**src/rtl/booth_pkg.sv**
```systemverilog
package booth_pkg;
    typedef enum logic [1:0] {
        BOP_HOLD = 2'd0,
        BOP_ADD  = 2'd1,
        BOP_SUB  = 2'd2
    } booth_op_e;
endpackage

```
**src/rtl/booth_recoder.sv**
```systemverilog
module booth_recoder
    import booth_pkg::*;
(
    input  logic      cur_bit,
    input  logic      prev_bit,
    output booth_op_e op
);
    always_comb begin
        unique case ({cur_bit, prev_bit})
            2'b01:   op = BOP_ADD;   // a run of ones has just ended
            2'b10:   op = BOP_SUB;   // a run of ones is starting
            default: op = BOP_HOLD;  // inside a run of ones or zeros
        endcase
    end
endmodule

```
**src/rtl/booth_addsub.sv**
```systemverilog
module booth_addsub
    import booth_pkg::*;
#(
    parameter int W = 33
) (
    input  logic [W-1:0] a,
    input  logic [W-1:0] b,
    input  booth_op_e    op,
    output logic [W-1:0] y
);
    logic          sub;
    logic [W-1:0]  b_gated;

    always_comb begin
        sub     = (op == BOP_SUB);
        b_gated = (op == BOP_HOLD) ? '0 : (b ^ {W{sub}});
        y       = a + b_gated + W'(sub);
    end
endmodule

```
**src/rtl/booth_seq_mul.sv**
```systemverilog
module booth_seq_mul
    import booth_pkg::*;
#(
    parameter int N = 32
) (
    input  logic         clk,
    input  logic         rst_n,
    input  logic         start,
    input  logic [N-1:0] mcand,
    input  logic [N-1:0] mplier,
    output logic         busy,
    output logic         done,
    output logic [N-1:0] prod_hi,
    output logic [N-1:0] prod_lo
);
    localparam int CW = $clog2(N + 1);
    localparam int AW = N + 1;

    typedef struct packed {
        logic          busy;
        logic          done;
        logic [N-1:0]  hi;
        logic [N-1:0]  lo;
        logic          xb;
        logic [CW-1:0] cnt;
        logic [N-1:0]  mc;
    } mul_state_t;

    mul_state_t st_q, st_d;
    booth_op_e  op_d;
    logic [AW-1:0] acc_d;

    booth_recoder u_rec (
        .cur_bit  (st_q.lo[0]),
        .prev_bit (st_q.xb),
        .op       (op_d)
    );

    // the extra top bit keeps the most negative multiplicand exact
    booth_addsub #(.W(AW)) u_addsub (
        .a  ({st_q.hi[N-1], st_q.hi}),
        .b  ({st_q.mc[N-1], st_q.mc}),
        .op (op_d),
        .y  (acc_d)
    );

    always_comb begin
        st_d      = st_q;
        st_d.done = 1'b0;
        if (!st_q.busy) begin
            if (start) begin
                st_d.busy = 1'b1;
                st_d.hi   = '0;
                st_d.lo   = mplier;
                st_d.xb   = 1'b0;
                st_d.mc   = mcand;
                st_d.cnt  = CW'(N);
            end
        end else begin
            st_d.hi  = acc_d[AW-1:1];
            st_d.lo  = {acc_d[0], st_q.lo[N-1:1]};
            st_d.xb  = st_q.lo[0];
            st_d.cnt = st_q.cnt - 1'b1;
            if (st_q.cnt == CW'(1)) begin
                st_d.busy = 1'b0;
                st_d.done = 1'b1;
            end
        end
    end

    always_ff @(posedge clk or negedge rst_n) begin
        if (!rst_n) begin
            st_q <= '0;
        end else begin
            st_q <= st_d;
        end
    end

    assign busy    = st_q.busy;
    assign done    = st_q.done;
    assign prod_hi = st_q.hi;
    assign prod_lo = st_q.lo;
endmodule

```
**config.mk**
```make
export PLATFORM = sky130hd
export DESIGN_NAME = booth_seq_mul
export DESIGN_NICKNAME = d
export VERILOG_FILES = /design/src/rtl/booth_pkg.sv /design/src/rtl/booth_recoder.sv /design/src/rtl/booth_addsub.sv /design/src/rtl/booth_seq_mul.sv
export SDC_FILE = /design/constraint.sdc
export NUM_CORES = 1
export LEC_CHECK = 0
export ABC_AREA = 1
export BUFFER_PORTS_ARGS = -buffer_cell sky130_fd_sc_hd__buf_2
export CAP_MARGIN = 30
export CORE_MARGIN = 2
export CORE_UTILIZATION = 56
export CTS_BUF_LIST = sky130_fd_sc_hd__clkbuf_4
export DETAILED_ROUTE_END_ITERATION = 16
export PLACE_DENSITY = 0.8
export SYNTH_ARGS = -nofsm -noshare
export SYNTH_HDL_FRONTEND = slang
export SYNTH_SLANG_ARGS = --single-unit
```
**constraint.sdc**
```tcl
create_clock -name clk -period 3.4 [get_ports clk]
set_clock_uncertainty 0.1 [all_clocks]
set_input_delay 0.34 -clock clk [delete_from_list [all_inputs] [get_ports clk]]
set_output_delay 0.34 -clock clk [all_outputs]
set_load 0.01 [all_outputs]
```
Yosys cells after proc, flatten, opt, wreduce, memory -nomap -nowiden
Cells that the tools add are included.
- register bits: 105
- input port bits: 67
- $add $sub $neg: 3
- eq/ne operators: 4
- multiplexer cells: 8
- bitwise gates (word level): 2
- reduce and logical (&&, ||, !) cells: 3
- operator list (cell ; count):
    $mux 103 ; 1
    $mux 71 ; 1
    $add 33x1->33 ; 1
    $add 33x33->33 ; 1
    $mux 33 ; 1
    $xor 33x33->33 ; 1
    $eq 6x1->1 const B ; 1
    $sub 6x1->6 const B ; 1
    $eq 2x2->1 const B ; 2
    $pmux 2 s2 ; 1
    $mux 1 ; 3
    $eq 2x1->1 const B ; 1
    $logic_not 2->1 ; 1
    $mux 2 ; 1
    $reduce_and 2->1 ; 1
    $reduce_bool 2->1 ; 1
    $not 1->1 ; 1

Depth between registers and ports, before layout
Gate-level depths: netlist of run 1.
- depth in word-level cells: 8
- depth in mapped cells: 21

Cells and area by module
A second synthesis of run 1 with hierarchy kept.
- cell total of the unflattened synthesis: 1100
- area total of the unflattened synthesis: 7423.4 µm²
- by module, submodules not included (module ; instances ; cells an instance ; area each (µm²) ; seq. area each (µm²)):
    booth_seq_mul ; 1 ; 493 ; 4608.2 ; 2627.5
    booth_addsub ; 1 ; 603 ; 2800.2 ; 0.0
    booth_recoder ; 1 ; 4 ; 15.0 ; 0.0

Least setup slack after synthesis of run 1
Ideal clock, no wire load.
- path kind: flip-flop to flip-flop
- from: reg st_q[38] in the netlist's numbering
- to: reg st_q, in the netlist prod_hi[31]
- data arrival time: 2.660 ns
- slack: 0.522 ns
- stages on the path, launching flop included: 22
- buffers on the path: 2
- clock period less this slack: 2.878 ns
- cells stage by stage: dfrtp_1 inv_1 ha_1 clkbuf_1 buf_2 xnor2_1 nor2_1 fa_1 inv_1 fa_1 inv_1 nand2_1 nand2_1 nand3_1 nand2_1 nand2_1 nand2_2 nand2_1 nand2_1 nand2_1 nand3_1 nand2_1
- longest elaborated chain between the ends: 8
- elaborated cells between the ends (all ways): 10
- ends and longest elaborated chain (item ; RTL line ; text):
    from (decl) ; booth_seq_mul.sv:29 ; mul_state_t st_q, st_d;
    from (signal assigned) ; booth_seq_mul.sv:75 ; st_q <= st_d;
    $eq 2x2->1 / $eq 2x1->1 (equally long branches) ; booth_recoder.sv:9 ; unique case ({cur_bit, prev_bit})
    $pmux 2 s2 * ; booth_recoder.sv:9 ;
    $eq 2x2->1 ; booth_addsub.sv:15 ; sub = (op == BOP_SUB);
    $xor 33x33->33 ; booth_addsub.sv:16 ; b_gated = (op == BOP_HOLD) ? '0 : (b ^ {W{sub}});
    $mux 33 ; booth_addsub.sv:16 ;
    $add 33x33->33 ; booth_addsub.sv:17 ; y = a + b_gated + W'(sub);
    $add 33x1->33 * ; booth_addsub.sv:17 ;
    $mux 71 * ; booth_seq_mul.sv:50 ; if (!st_q.busy) begin
Every way passes the cells marked *; elsewhere a longest branch is shown, timed or not.
A chain may end at the register's enable or synchronous reset.

Final worst setup path of run 1
- from: reg st_q[38] in the netlist's numbering
- to: reg st_q, in the netlist prod_hi[23]
The elaborated chain is that of the path after synthesis.

==> results of run 1 <==
==> path summary, 6_finish.rpt <==
kind	startpoint	end	slack, ns
worst max register to register	st_q[38]	prod_hi[23]	0.35
min in group asynchronous	rst_n	prod_hi[8]	0.33
worst min register to register	st_q[37]	done	0.41
max in group asynchronous	rst_n	st_q[24]	2.04
worst min-delay path	start	prod_hi[27]	0.1
worst max-delay path	st_q[38]	prod_hi[23]	0.35
==> routing by layer <==
layer  up-vias  global-route usage, %  wire (um)
met5         -                      0          0
met4         0                   11.1        465
met3        42                   4.61       1770
met2       312                   48.7       9660
met1      3285                   41.2       8930
li1       3623                      -          -
==> metrics by stage <==
stage	instances	hold slack (ns)	setup slack, ns	cell area (um2)	util, %
2_1_floorplan	1117	-0.0556	0.522	7540	-
3_3_place_gp	1341	0.351	0.535	7880	59.7
3_5_place_dp	1342	0.361	0.429	7900	59.9
4_1_cts	1423	0.0885	0.376	8700	66.0
5_1_grt	1424	0.107	0.0830	8700	66.0
6_report	1424	0.0997	0.352	8700	66.0
==> cells in the mapped netlist (all sizes together) <==
master / n
o221ai: 8
buf: 80
ha: 34
clkinv: 1
nor4: 1
o22ai: 3
dfrtp: 105
o21ai: 20
a21o: 1
nor2: 82
a21oi: 30
o211ai: 14
fa: 2
o31ai: 1
nand3: 51
inv: 148
nand3b: 3
nand4: 3
nand2: 468
and2: 1
nor3: 5
o21bai: 3
a32o: 1
or2: 3
clkbuf: 15
xnor2: 32
a22oi: 2
==> state kept, by name, summed over array words and instances, names as in the netlist <==
name / count
busy: 1
done: 1
prod_hi: 32
prod_lo: 32
st_q: 39
==> worst max-delay path, delay by kind of cell (launching register included) <==
| family | cells | cell delay [ns] |
|---|---|---|
| fa+ha+maj | 3 | 1.03 |
| simple gates | 12 | 1.00 |
| flops | 1 | 0.40 |
| buf+inv | 3 | 0.28 |
| xor+xnor | 1 | 0.12 |
==> layout make-up <==
class                   count  area (um2)
multi-input cells         768        3710
clock inverters             7        87.6
flip-flops and latches    105        2630
inverters                 149         559
fillers                  1156        4490
diodes                      1        2.50
clock buffers               9        67.6
well taps                 176         220
repair buffers            209        1430
==> cells by family (layout without fill, tap and decap cells) <==
kind of cell / count (synthesis) / after routing / share of synthesized area (%)
AOI/OAI and AO/OA: 83 / 83 / 6.72
xor gates and xnor gates: 32 / 32 / 3.72
adders and majority gates: 36 / 36 / 6.18
buffers and inverters: 244 / 374 / 15.9
DFF: 105 / 105 / 34.9
other: 0 / 1 / 0
and+or+nand+nor: 617 / 617 / 32.6
==> timing repair <==
item / CTS / global route
gates resized for setup: 0 / 0
endpoints found under the setup margin: 0 / 0
hold buffers: 65 / 0
endpoints found under the hold margin: 121 / 0
==> results.py, run 1 <==
metrics = {
    "cells_and_area": {
        "final_common_cell": "nand2_1",
        "area_delta_synth_final_pct": 15.5,
        "drive_above_1_share_pct": 14.1,
        "nets": 1345,
        "layout_common_cells": "461 x nand2_1, 146 x inv_1, 131 x buf_2",
    },
    "worst_hold_path": {
        "hp-class": "in -> reg",
        "whs_path_depth": 4,
    },
    "route": {
        "viasPerCell": 5.10,
        "wire_per_inst_um": 14.6,
        "drtIter0Drc": 469,
        "drc": 0,
        "vias": 7262,
        "wl_um": 20800,
        "dr.pass1.iters": 5,
        "ant_nets": 0,
    },
    "die": {
        "io_pins": 133,
        "rows": 42,
        "coreArea_mm2": 0.0132,
        "die_y_um": 120,
        "start_util_pct": 57.1,
        "die-area_mm2": 0.0144,
        "die_width_um": 120,
    },
    "clock_tree": {
        "insertion_delay_ns": 0.50,
        "cts_made_buffers": 9,
        "htreeDepth": 3,
        "clock_tree.root_cell": "clkbuf_4",
        "cts_tree": "yes",
        "post-cts-setup-buffer-count": 0,
        "clk_pin_slew_ns": 0.18,
        "clock_path_buffers": 2,
        "clock-sinks": 105,
    },
    "global_routing": {
        "overflow": 0,
        "grt_usage_pct": 30.2,
        "antenna_found_initial": 1,
        "grt_max_degree": 60,
        "grt_pass1_vias": 7144,
        "grt_pass1_wl_um": 34600,
    },
    "worst_setup_path": {
        "cp.required_ns": 3.70,
        "cp_data_arrival_time_ns": 3.35,
        "worst_setup_path_end_kind": "register",
        "cp_slowest_stage_delay_ns": 0.40,
        "reg2reg_depth": 19,
        "worstPathMaxFanout": 12,
        "cp_cell_sequence": "inv_1 > ha_2 > xnor2_1 > nor2_1 > fa_1 > inv_1 > fa_1 > inv_1 > nand2_1 > nand2_1 > nand3_1 > nand2_1 > nand2_1 > nand2_2 > nand2_1 > nand2_1 > nand2_1 > nand3_1 > nand2_1",
        "crit_slowest_cell": "dfrtp_1",
        "start_kind": "register",
        "critical_path_class": "reg -> reg",
        "crit_path_frequent_cell": "nand2_1",
    },
    "yosys": {
        "yosys-top-cells-area": "dfrtp_1 35%, nand2_1 23%, inv_1 7.3%",
        "synth_warnings": 0,
        "syn_area_per_cell_um2": 6.75,
        "synth_top_area_share_pct": 34.9,
        "ys_ff_latch": 105,
        "synth_fp_nets": 1220,
        "syn_area_mm2": 0.00754,
        "syn_inst": 1117,
        "seq_area_frac_synth_pct": 34.9,
        "synth_top_area_cell": "dfrtp_1",
        "synth.distinct_cells": 38,
    },
    "outcome": {
        "status": "complete, no violations",
    },
    "job": {
        "cap_viol_max_count": 0,
    },
    "timing": {
        "post-route-period-util_pct": 89.6,
        "fmax_mhz": 328,
        "tightest_slew_ns": 0.767,
        "finalSetupViolCount": 0,
        "final.setup.tns_ns": 0,
        "slew_violations": 0,
        "rsz0062_at_grt": "no",
        "period_needed_ns": 3.05,
        "slew_headroom_pct": 48.9,
        "hold_viol_final": 0,
    },
    "placed_design": {
        "gp_congestion": 0.937,
        "hpwl_um": 14900,
        "numPortBuffers": 132,
    },
}
Power of run 1 is not shown: default switching activity piles up to over one toggle a cycle in this logic, so the estimate is an artifact.
==> run 2: changes to the inputs <==
--- a/config.mk
+++ b/config.mk
@@ -9,10 +9,10 @@
 export BUFFER_PORTS_ARGS = -buffer_cell sky130_fd_sc_hd__buf_2
 export CAP_MARGIN = 30
 export CORE_MARGIN = 2
-export CORE_UTILIZATION = 56
+export CORE_UTILIZATION = 53
 export CTS_BUF_LIST = sky130_fd_sc_hd__clkbuf_4
 export DETAILED_ROUTE_END_ITERATION = 16
-export PLACE_DENSITY = 0.8
+export PLACE_DENSITY = 0.79
 export SYNTH_ARGS = -nofsm -noshare
 export SYNTH_HDL_FRONTEND = slang
 export SYNTH_SLANG_ARGS = --single-unit
==> constraint.sdc (replaced) <==
create_clock -name clk -period 2.77 [get_ports clk]
set_clock_uncertainty 0.1 [all_clocks]
set_input_delay 0.277 -clock clk [delete_from_list [all_inputs] [get_ports clk]]
set_output_delay 0.277 -clock clk [all_outputs]
set_load 0.01 [all_outputs]
==> results.py, run 2 (same netlist as run 1, synthesis figures left out) <==
metrics = {
    "outcome": {
        "status": "complete, no violations",
    },
    "timing": {
        "slew_headroom_pct": 56.6,
        "slew_violations": 0,
        "final.setup.tns_ns": 0,
        "period_needed_ns": 2.66,
        "tightest_slew_ns": 0.646,
        "finalWorstSetupSlack_ns": 0.106,
        "finalSetupViolCount": 0,
        "hold_viol_final": 0,
        "rsz0062_at_grt": "yes",
        "fmax_mhz": 375,
        "post-route-period-util_pct": 96.2,
    },
    "route": {
        "ant_nets": 0,
        "drc": 0,
        "dr_wl_met3_um": 1720,
        "viasPerCell": 5.16,
        "vias": 7438,
        "met2WireLength_um": 9880,
        "routedLengthMet1_um": 9240,
        "dr.pass1.iters": 6,
        "wire_per_inst_um": 14.9,
        "drtIter0Drc": 542,
        "wl_um": 21400,
        "highest_layer": "met4",
    },
    "worst_setup_path": {
        "worstPathMaxFanout": 12,
        "critical_path_class": "reg -> reg",
        "worst_setup_path_end_kind": "register",
        "reg2reg_depth": 15,
        "start_kind": "register",
        "cp_data_arrival_time_ns": 2.95,
        "cp.required_ns": 3.05,
        "rrSetupSlack_ns": 0.11,
        "rr_startpoint": "prod_lo[0]",
        "r2r_end": "prod_hi[14]",
    },
    "placed_design": {
        "hpwl_um": 14800,
        "numPortBuffers": 132,
        "placed_cells": 1357,
        "gp_congestion": 0.956,
        "place_ws_ns": -0.00419,
        "placed_area_mm2": 0.00801,
    },
    "cells_and_area": {
        "regMostFlops": "st_q",
        "drive_above_1_share_pct": 17.8,
        "nets": 1359,
        "final_common_cell": "nand2_1",
        "postLayoutCellArea_mm2": 0.00894,
        "n_antenna_cell": 0,
        "largest_reg_flops": 39,
        "layout_common_cells": "450 x nand2_1, 144 x inv_1, 131 x buf_2",
        "final_cells": 1441,
        "n_fill_cell": 1211,
        "area_delta_synth_final_pct": 18.7,
    },
    "worst_hold_path": {
        "hp-class": "in -> async",
    },
    "global_routing": {
        "grt_pass1_vias": 7089,
        "overflow": 0,
        "grt_pass1_wl_um": 34300,
        "antenna_found_initial": 0,
        "grt_max_degree": 69,
        "grt_usage_pct": 29.1,
    },
    "clock_tree": {
        "clk_pin_slew_ns": 0.17,
        "clock_path_buffers": 2,
        "htreeDepth": 3,
        "insertion_delay_ns": 0.49,
        "clock-sinks": 105,
        "cts_made_buffers": 9,
        "clock_tree.root_cell": "clkbuf_4",
        "cts_tree": "yes",
    },
    "die": {
        "start_util_pct": 54.3,
        "die_y_um": 123,
        "io_pins": 133,
        "rows": 43,
        "die-area_mm2": 0.0152,
        "die_width_um": 123,
        "coreArea_mm2": 0.0139,
    },
    "job": {
        "cap_viol_max_count": 0,
    },
}
==> run 2: cell count changes in the layout (fill, tap and decap cells not counted), sizes merged <==
cell	delta
buf	+14
bufinv	-1
clkbuf	+1
clkinvlp	+1
diode	-1
inv	-1
==> run 2: repair_timing <==
action,in CTS,in global routing
hold endpoints to repair,101,0
buffers inserted,0,3
pin swaps,0,10
hold buffers,65,0
endpoints found under the setup margin,1,22
gates resized for setup,1,37
==> run 2: metal layers <==
| metal | vias up | GRT usage (%) |
|---|---|---|
| met5 | - | 0 |
| met4 | 0 | 9.94 |
| met3 | 53 | 5.30 |
| met2 | 335 | 47.8 |
| met1 | 3409 | 38.6 |
| li1 | 3641 | - |
==> run 2: how the worst max path moves through the flow <==
stage / slack [ns] / startpoint / to
final: 0.11 / prod_lo[0] / prod_hi[14]
after CTS: 0.04 / prod_lo[0] / prod_hi[31]
after detailed placement: -0.004 / st_q[38] / prod_hi[31]
after global placement: 0.09 / st_q[38] / prod_hi[29]
after floorplan: 0.03 / prod_lo[0] / prod_hi[31]
after global routing: -0.04 / prod_lo[0] / prod_hi[31]
==> run 2: metrics by stage <==
step,utilization [%],hold WS (ns)
CTS,63.3,0.189
global route,64.4,0.239
global placement,57.7,0.191
floorplan,-,-0.119
finish,64.4,0.185
detailed placement,57.7,0.203
==> run 2: area by class of cell <==
type                       count  area [um2]  share of cell area [%]
clock inverter                 6        50.0                   0.560
tap                          180         225                    2.52
multi-input combinational    768        3840                    43.0
timing repair buffer         223        1560                    17.4
sequential                   105        2630                    29.4
clock buffer                  10        75.1                   0.840
inverter                     149         562                    6.28
==> run 2: worst max-delay path, cell delays in order (launching register included) <==
cell and delay [ns]:
dfrtp_1 0.44, ha_4 0.21, buf_12 0.16, xnor2_2 0.17, nor2_1 0.06, ha_1 0.37, nand2_2 0.14, inv_1 0.05
nand2_1 0.06, nand2_1 0.08, inv_1 0.07, nand2_2 0.07, nand2_1 0.09, nand2_2 0.09, o21ai_0 0.31, nand2_1 0.09
Power of run 2 is left out for the same reason.
==> run 3: changes to the inputs <==
--- a/config.mk
+++ b/config.mk
@@ -7,12 +7,11 @@
 export LEC_CHECK = 0
 export ABC_AREA = 1
 export BUFFER_PORTS_ARGS = -buffer_cell sky130_fd_sc_hd__buf_2
-export CAP_MARGIN = 30
 export CORE_MARGIN = 2
 export CORE_UTILIZATION = 53
 export CTS_BUF_LIST = sky130_fd_sc_hd__clkbuf_4
 export DETAILED_ROUTE_END_ITERATION = 16
-export PLACE_DENSITY = 0.79
+export PLACE_DENSITY_LB_ADDON = 0.12
 export SYNTH_ARGS = -nofsm -noshare
 export SYNTH_HDL_FRONTEND = slang
 export SYNTH_SLANG_ARGS = --single-unit
==> results.py, run 3 (same netlist as run 1, synthesis figures left out) <==
metrics = {
    "global_routing": {
        "grt_pass1_wl_um": 33200,
        "grt_pass1_vias": 6660,
        "grt_max_degree": 49,
        "antenna_found_initial": 1,
        "grt_usage_pct": 28.1,
        "overflow": 0,
    },
    "cells_and_area": {
        "postLayoutCellArea_mm2": 0.00947,
        "regMostFlops": "st_q",
        "final_cells": 1458,
        "drive_above_1_share_pct": 23.9,
        "nets": 1375,
        "area_delta_synth_final_pct": 25.6,
        "utilization_pct": 68.2,
        "largest_reg_flops": 39,
        "layout_common_cells": "424 x nand2_1, 141 x inv_1, 131 x buf_2",
        "final_common_cell": "nand2_1",
    },
    "clock_tree": {
        "clock_tree.root_cell": "clkbuf_4",
        "htreeDepth": 3,
        "clk_pin_slew_ns": 0.18,
        "clock_path_buffers": 2,
        "cts_tree": "yes",
        "insertion_delay_ns": 0.48,
        "cts_made_buffers": 9,
        "clock-sinks": 105,
    },
    "job": {
        "cap_viol_max_count": 0,
    },
    "placed_design": {
        "placed_cells": 1370,
        "numPortBuffers": 132,
        "hpwl_um": 15000,
        "placed_area_mm2": 0.00809,
        "gp_congestion": 0.992,
    },
    "die": {
        "coreArea_mm2": 0.0139,
        "die_y_um": 123,
        "io_pins": 133,
        "die-area_mm2": 0.0152,
        "start_util_pct": 54.3,
        "die_width_um": 123,
        "rows": 43,
    },
    "timing": {
        "post-route-period-util_pct": 95.6,
        "fmax_mhz": 378,
        "slew_violations": 0,
        "hold_viol_final": 0,
        "tightest_slew_ns": 0.629,
        "final.setup.tns_ns": 0,
        "finalSetupViolCount": 0,
        "slew_headroom_pct": 57.8,
        "rsz0062_at_grt": "yes",
        "period_needed_ns": 2.65,
    },
    "worst_setup_path": {
        "cp_data_arrival_time_ns": 2.95,
        "worstPathMaxFanout": 15,
        "crit_path_frequent_cell": "nand2_1",
        "r2r_end": "prod_hi[24]",
        "crit_slowest_cell": "dfrtp_1",
        "rr_startpoint": "st_q[38]",
        "critical_path_class": "reg -> reg",
        "cp.required_ns": 3.07,
        "worst_setup_path_end_kind": "register",
        "reg2reg_depth": 15,
        "rrSetupSlack_ns": 0.12,
        "cp_cell_sequence": "inv_2 > ha_4 > buf_8 > xnor2_1 > nor2_1 > ha_1 > nand2_1 > nor2_2 > nand2_1 > nor2_1 > nand2_1 > nand3_1 > nand2_1 > nand3_1 > nand2_1",
        "start_kind": "register",
        "cp_slowest_stage_delay_ns": 0.40,
    },
    "route": {
        "ant_nets": 0,
        "wire_per_inst_um": 14.6,
        "wl_um": 21300,
        "vias": 7225,
        "dr.pass1.iters": 5,
        "drtIter0Drc": 381,
        "viasPerCell": 4.96,
        "drc": 0,
    },
    "outcome": {
        "status": "complete, no violations",
    },
    "worst_hold_path": {
        "hp-class": "in -> async",
    },
}
## run 3: cell types whose count changed in the layout (fill, tap and decap cells not counted), sizes merged
cell	previous run	this run
buf	158	173
clkbuf	10	11
diode	0	1
## run 3: how the worst max path moves through the flow
stage / from / slack, ns / depth (start not counted) / end
final: st_q[38] / 0.12 / 15 / prod_hi[24]
after global routing: prod_lo[0] / -0.05 / 16 / prod_hi[21]
after CTS: st_q[38] / -0.01 / 20 / prod_hi[31]
after detailed placement: st_q[38] / -0.04 / 15 / prod_hi[24]
after global placement: st_q[38] / -0.02 / 15 / prod_hi[24]
after floorplan: prod_lo[0] / 0.03 / 20 / prod_hi[31]
## run 3: cell type report
class | count | area [um2]
inverter | 149 | 559
tap | 180 | 225
clock buffer | 10 | 75.1
clock inverter | 6 | 51.3
multi-input combinational | 768 | 4210
fill | 1240 | 4410
sequential | 105 | 2630
timing repair buffer | 239 | 1720
antenna | 1 | 2.50
## run 3: through the flow
stage          worst slack (ns)  hold slack (ns)
2_1_floorplan            0.0302           -0.119
3_3_place_gp            -0.0230            0.166
3_5_place_dp            -0.0386            0.165
4_1_cts                 -0.0119            0.158
5_1_grt                 -0.0486            0.178
6_report                  0.121            0.149
## run 3: critical path: cells and delay by family (launching register included)
| kind | cells | cell delay [ns] |
|---|---|---|
| flops | 1 | 0.40 |
| buf+inv | 2 | 0.28 |
| fa+ha+maj | 2 | 0.58 |
| simple gates | 10 | 1.06 |
| xor+xnor | 1 | 0.14 |
## run 3: layer usage
layer / vias up / global-route usage (%) / wire length [um]
li1: 3669 / - / -
met5: - / 0 / 0
met2: 211 / 44.8 / 9830
met4: 0 / 10.2 / 582
met3: 34 / 5.17 / 1160
met1: 3311 / 38.2 / 9730
## run 3: what timing repair did
action / CTS / global route
hold buffers: 65 / 0
pin swaps: 0 / 43
buffers inserted: 0 / 6
resized for setup: 3 / 115
endpoints found under the hold margin: 96 / 0
endpoints found under the setup margin: 6 / 26
cloned: 0 / 1
Power of run 3 is left out for the same reason.
